$ cat src/rtl/vfmax4.sv
module vfmax4 #(
  parameter int LANES = 4
) (
  input  logic                  clk,
  input  logic                  rst_n,
  input  logic                  mode_wr,
  input  logic                  mode_flush,
  input  logic                  nan_arch,
  input  logic                  op_valid,
  input  logic [LANES*32-1:0]   a_vec,
  input  logic [LANES*32-1:0]   b_vec,
  output logic                  res_valid,
  output logic [LANES*32-1:0]   res_vec
);
  localparam int EW = 32;
  localparam int VW = LANES * EW;
  localparam logic [EW-1:0] QBIT = 32'h0040_0000;

  logic          flush_q;
  logic [VW-1:0] nxt;

  function automatic logic [EW-1:0] flush_dn(input logic [EW-1:0] x, input logic fz);
    return (fz && x[30:23] == 8'h00) ? {x[31], 31'b0} : x;
  endfunction

  function automatic logic [EW-1:0] lane_max(input logic [EW-1:0] ar, input logic [EW-1:0] br,
                                             input logic fz, input logic arch);
    logic [EW-1:0] a, b, r;
    logic an, bn, az, bz, gt;
    a  = flush_dn(ar, fz);
    b  = flush_dn(br, fz);
    an = (&a[30:23]) && (|a[22:0]);
    bn = (&b[30:23]) && (|b[22:0]);
    az = (a[30:0] == 31'b0);
    bz = (b[30:0] == 31'b0);
    if (an || bn || (az && bz)) gt = 1'b0;
    else if (a[31] != b[31])    gt = b[31];
    else if (!a[31])            gt = a[30:0] > b[30:0];
    else                        gt = a[30:0] < b[30:0];
    if (arch && an)             r = a | QBIT;
    else if (arch && bn)        r = b | QBIT;
    else if (arch && az && bz)  r = {a[31] & b[31], 31'b0};
    else                        r = gt ? a : b;
    return r;
  endfunction

  for (genvar i = 0; i < LANES; i++) begin : g_lane
    localparam int LO = EW * (LANES - 1 - i);
    assign nxt[LO +: EW] = lane_max(a_vec[LO +: EW], b_vec[LO +: EW], flush_q, nan_arch);
  end

  always_ff @(posedge clk) begin
    if (!rst_n) begin
      flush_q   <= 1'b1;
      res_valid <= 1'b0;
      res_vec   <= '0;
    end else begin
      if (mode_wr) flush_q <= mode_flush;
      res_valid <= op_valid;
      if (op_valid) res_vec <= nxt;
    end
  end

  logic [LANES-1:0] out_dn;
  for (genvar i = 0; i < LANES; i++) begin : g_chk
    assign out_dn[i] = (res_vec[EW*i+23 +: 8] == 8'h00) && (res_vec[EW*i +: 23] != 23'b0);
  end

  a_r2_valid_follows: assert property (@(posedge clk) disable iff (!rst_n)
    op_valid |=> res_valid);
  a_r2_idle_hold: assert property (@(posedge clk) disable iff (!rst_n)
    !op_valid |=> (!res_valid && $stable(res_vec)));
  a_r8_no_denorm_out: assert property (@(posedge clk) disable iff (!rst_n)
    (op_valid && flush_q && !mode_wr) |=> (out_dn == '0));
  a_r5_nan_quiet: assert property (@(posedge clk) disable iff (!rst_n)
    (op_valid && nan_arch && (&a_vec[VW-2 -: 8]) && (|a_vec[VW-10:VW-32]))
      |=> (res_vec[VW-1 -: EW] == ($past(a_vec[VW-1 -: EW]) | QBIT)));
  a_r3_pick_b: assert property (@(posedge clk) disable iff (!rst_n)
    (op_valid && !nan_arch && (&b_vec[VW-2 -: 8]) && (|b_vec[VW-10:VW-32]))
      |=> (res_vec[VW-1 -: EW] == $past(b_vec[VW-1 -: EW])));
endmodule

$ cat config.mk
export PLATFORM = sky130hd
export DESIGN_NAME = vfmax4
export DESIGN_NICKNAME = d
export VERILOG_FILES = /design/src/rtl/vfmax4.sv
export SDC_FILE = /design/constraint.sdc
export NUM_CORES = 1
export LEC_CHECK = 0
export BUFFER_PORTS_ARGS = -buffer_cell sky130_fd_sc_hd__clkbuf_2
export CELL_PAD_IN_SITES_DETAIL_PLACEMENT = 0
export CELL_PAD_IN_SITES_GLOBAL_PLACEMENT = 1
export CORE_ASPECT_RATIO = 1.4
export CORE_MARGIN = 1.5
export CORE_UTILIZATION = 35
export DETAILED_ROUTE_END_ITERATION = 10
export PLACE_DENSITY = 0.86
export SLEW_MARGIN = 40
export SYNTH_ARGS = -nofsm -noshare
export SYNTH_HDL_FRONTEND = slang
export SYNTH_SLANG_ARGS = --single-unit
$ cat constraint.sdc
create_clock -name clk -period 6.7 [get_ports clk]
set_clock_uncertainty 0.15 [all_clocks]
set_input_delay 2.01 -clock clk [delete_from_list [all_inputs] [get_ports clk]]
set_output_delay 2.01 -clock clk [all_outputs]
set_load 0.02 [all_outputs]
* After elaboration in Yosys (flattened, before gate mapping)
Cells that the tools add are included.
** Storage, ports and cells
- Flip-flop bits (word level) :: 130
- Word-level logic and storage cells :: 131
** Cells by class
- Order comparisons :: 8
- Equal/unequal tests :: 4
- Mux-type cells :: 36
- Bitwise operators :: 4
- Reduce and logical (&&, ||, !) cells :: 76
** Operator list (number)
- $mux W32 :: 16
- $logic_not A31 Y1 :: 8
- $mux W31 :: 8
- $reduce_or A23 Y1 :: 8
- $gt A31 B31 Y1 :: 4
- $lt A31 B31 Y1 :: 4
- $logic_not A8 Y1 :: 8
- $reduce_and A8 Y1 :: 8
- $logic_and A1 B1 Y1 :: 36
- $mux W1 :: 12
- $logic_or A1 B1 Y1 :: 8
- $and A1 B1 Y1 :: 4
- $ne A1 B1 Y1 :: 4

* Logic depth before layout (Yosys ltp)
- Depth after elaboration :: 12
- Depth in mapped cells :: 16
- Mapped depth without buffers :: 14

* Worst setup path after synthesis
Ideal clock, no wire load.
- Path kind :: input -> register
- Start point :: input a_vec[62]
- End point :: register res_vec[34]
- Data arrival time :: 5478 ps
- Required time :: 6416 ps
- Slack :: 938 ps
- Cell stages on the path :: 13
- Buffers on the path :: 2
- Cells stage by stage :: or4_1 -> or3_4 -> clkbuf_1 -> and2_1 -> ha_1 -> a211oi_1 -> nor2_1 -> o31a_1 -> o41ai_1 -> a21oi_1 -> o41ai_4 -> clkbuf_1 -> o211ai_1
** Between the ends
- Cells in the longest elaborated chain, start to end :: 12
** Ends and longest elaborated chain
- start, declared :: RTL line 10 : input logic [LANES*32-1:0] a_vec,
- $logic_not A8 Y1 :: RTL line 23 : return (fz && x[30:23] == 8'h00) ? {x[31], 31'b0} : x;
- $logic_and A1 B1 Y1 :: RTL line 23
- $mux W31 (*) :: RTL line 23
- parallel branches: the longest is 8 deep, another holds $gt A31 B31 Y1
- $mux W32 (*) :: RTL line 40 : if (arch && an) r = a | QBIT;
- end signal, assigned :: RTL line 60 : if (op_valid) res_vec <= nxt;
- end, declared :: RTL line 13 : output logic [LANES*32-1:0] res_vec
Mark *: on every way between the ends.
A chain may end at the register's enable or synchronous reset.

* Worst setup path after layout
- Start point :: input a_vec[123]
- End point :: register res_vec[118]
The elaborated chain is that of the path after synthesis.

==> summary.txt <==
Run status
  – Status: finished, final reports clean

Setup path
  – CP required: 6910 ps
  – CP Launch Point: a_vec[123]
  – Setup crit end: res_vec[118]
  – Critical Path AT: about 6000 ps
  – Crit path kind: in2reg
  – Worst r2r src: flush_q
  – Reg2Reg Depth: 13
  – FF-to-FF End: res_vec[41]
  – R2R Setup Slk: around 2000 ps
  – Crit. End Element: flip-flop
  – Startpoint types: input pin
  – Crit-path max FO: 19

Power
  – Lkg Pwr: 6.42 nW
  – Power Dens Cells: 200 nW/µm²
  – Total Power: 2.68 mW
  – Peak supply drop: 0.151 mV

CTS
  – Clock slew at reported path FFs: approximately 60 ps
  – Clock buffer depth: 2
  – CTS tree: yes
  – CTS H-tree lvls: 4
  – CTS buffer count: 17
  – Clock Latency Late Sink: 440 ps
  – Post-CTS Setup Inserts: 0
  – CTS Hold Bufs: 0
  – CTS Sinks: 130
  – CTS resizes: 0
  – CTS root buf: clkbuf_16

Synthesis
  – Syn nets: roughly 1800
  – Post-Synth XOR/XNOR Area: 0%
  – Largest family of logic cells by synthesized area: simple AND/OR/NAND/NOR gates
  – Cell area after synthesis: 10600 µm²
  – Mean Syn Cell Area: 7.62 µm²
  – YS warnings: 0
  – Dominant synthesized flop cell: dfxtp_1
  – Cell variety after synth: just under 70
  – Simple-gate share of the synthesized area: about 33%
  – Sequential-to-total area share from yosys stat: approximately a quarter
  – Mapped Cells: 1390
  – Area contributors post-synth: dfxtp_1, ha_1, nand2_1
  – Ys async rst share: 0%
  – Mux contribution to synthesized area: 2.11%
  – Yosys top cell by area: dfxtp_1
  – Synth Area in Adders: 15.1%
  – Synth top area share: 24.6%
  – Post-synthesis compound-gate area fraction: 19.9%
  – Post-synth EDFFs: 0
  – Synth Register Bits: 130

Detailed routing
  – Post-DRT Antenna Nets: 0
  – DR DRC count: 0
  – DRT Pass-1 Iters: 5
  – Initial DRC Count: roughly 550
  – Wire length on met2: around 20 mm
  – DR top layer: met5
  – Via count: around 12000
  – Wire length on met3: 2.76 mm
  – Met1 wire length: between 10 and 15 mm
  – WL final: roughly 39 mm
  – Via-per-instance ratio: 5.61
  – Drt wl/cell: 18.2 µm

Global routing
  – Vias in the first global route: 11900
  – Largest net degree at the start of global routing: 53
  – First-pass GRT wire length: 60.3 mm
  – Initial antenna violation count: 3
  – GRT Overall Usage: about 24%
  – GR Overflow Total: 0

Timing
  – Post-layout min period: 5790 ps
  – Finish-stage setup viols: 0
  – Measured slew at the worst slew-check pin: 664 ps
  – Crit share post-route: 86.4%
  – Setup TNS: 0 ps
  – Final Slew Violations: 0
  – Max Clk Rate: 173 MHz
  – RSZ-0062 raised after global routing: no
  – Max-Slew Margin vs Limit: 55.7%
  – Final hold violations: 0

Floorplanning
  – Die H: 209 µm
  – IO Count: between 300 and 400
  – Initial Utilization: 35.5%
  – Rows: 75
  – Die ar.: 31300 µm²
  – Core Box Area: ~30000 µm²
  – Die width: roughly 150 µm

Cells and area
  – Final core utilization: ~45%
  – Synthesis-to-finish area growth: 26.9%
  – Final #Nets: 2112
  – Layout cells sized above 1: 26.9%
  – Ant. Diodes: 0

Hold path
  – Min-Delay Path Class: reg2reg
  – Hold Crit Depth: 2

Placed design
  – GPL Wtd Cong: 0.902
  – Post-DP HPWL: 30.7 mm
  – Number of I/O port buffers: 390

Run
  – Max cap viols: 0
-- sequential cells by signal, indices dropped and copies added, names as in the netlist --
name,flops
res_valid,1
flush_q,1
res_vec,128
-- routing by layer --
metal | vias to the layer above | GRT usage (%)
met1 | 5561 | 26.9
met4 | 6 | 9.36
met3 | 71 | 5.66
met5 | - | 0
met2 | 456 | 43.8
li1 | 5785 | -
-- layout make-up --
cell class	count	area [µm²]
fill	3071	16400
inverter	43	161
timing repair buffer	413	2140
multi-input combinational	1117	7440
tap	385	482
clock inverter	9	155
sequential	130	2600
clock buffer	22	464
-- worst max-delay path, cell delays in order --
cell      delay, ps
clkbuf_2        120
or4_1           520
nor2_1          170
nand2_1         330
and2_1          320
ha_1            290
and4_1          200
nand4_1         130
nor4_1          370
o31ai_1         160
and3_1          250
o311ai_4        290
buf_4           300
mux2_2          360
a31oi_1         160
-- where the power goes --
part	leakage, nW	internal (mW)	switching (mW)
combinational	5.05	0.302	0.461
sequential	1.07	0.851	0.0425
clock	0.300	0.641	0.387
total	6.42	1.79	0.890
-- worst min-delay path by stage --
stage	startpoint	to	slack, ps
global placement	res_vec[57]	res_vec[57]	290
floorplan	res_vec[57]	res_vec[57]	380
finish	res_vec[57]	res_vec[57]	300
CTS	res_vec[57]	res_vec[57]	300
global route	res_vec[63]	res_vec[63]	320
detailed placement	res_vec[57]	res_vec[57]	290
-- layout by cell type, fill, tap and decap left out, types with 4 or more instances in the layout --
cell type,Yosys,layout
or4_1,9,9
a22o_1,8,8
a211oi_1,5,5
nor3_1,17,17
a221o_1,45,45
clkbuf_2,0,390
ha_1,128,128
bufinv_16,0,4
dfxtp_1,130,130
and2_1,136,135
nand2_1,275,275
buf_4,2,22
o31ai_1,7,7
a221oi_1,6,6
nor4_1,52,52
mux2i_1,19,19
a21o_1,18,18
a21oi_1,55,55
nor2_1,33,32
clkbuf_16,0,17
o21a_1,7,7
inv_1,43,43
o21ai_0,41,41
nand4_1,79,79
and4_1,10,10
o211ai_1,53,53
a31oi_1,6,6
nand3_1,39,39
o21ai_1,11,11
and3_1,5,5
-- cells in the mapped netlist (5+ instances only) --
| library cell | count |
|---|---|
| o21a_1 | 7 |
| o31ai_1 | 7 |
| o211ai_1 | 53 |
| a211oi_1 | 5 |
| nor2_1 | 33 |
| o21ai_0 | 41 |
| ha_1 | 128 |
| inv_1 | 43 |
| nand4_1 | 79 |
| nor4_1 | 52 |
| and3_1 | 5 |
| clkbuf_1 | 82 |
| buf_2 | 13 |
| or4_1 | 9 |
| nand2_1 | 275 |
| nor3_1 | 17 |
| a21oi_1 | 55 |
| o21ai_1 | 11 |
| dfxtp_1 | 130 |
| a221o_1 | 45 |
| nand3_1 | 39 |
| a22o_1 | 8 |
| a21o_1 | 18 |
| and2_1 | 136 |
| and4_1 | 10 |
| a221oi_1 | 6 |
| mux2i_1 | 19 |
| a31oi_1 | 6 |
-- metrics by stage --
step	setup WS (ps)	hold WS, ps	cells	area [µm²]
finish	913	296	2119	13400
global placement	624	287	2088	12800
floorplan	938	376	1390	10600
CTS	913	301	2119	13400
detailed placement	456	293	2088	12800
global route	567	320	2119	13400
-- kinds of logic (layout without fill, tap and decap cells) --
family / after synthesis / after routing
compound gates: 289 / 289
fa+ha+maj: 128 / 128
buf+inv: 143 / 487
flops: 130 / 130
mux: 22 / 22
simple gates: 678 / 678
Note: power is estimated with default switching activity, not from simulation.
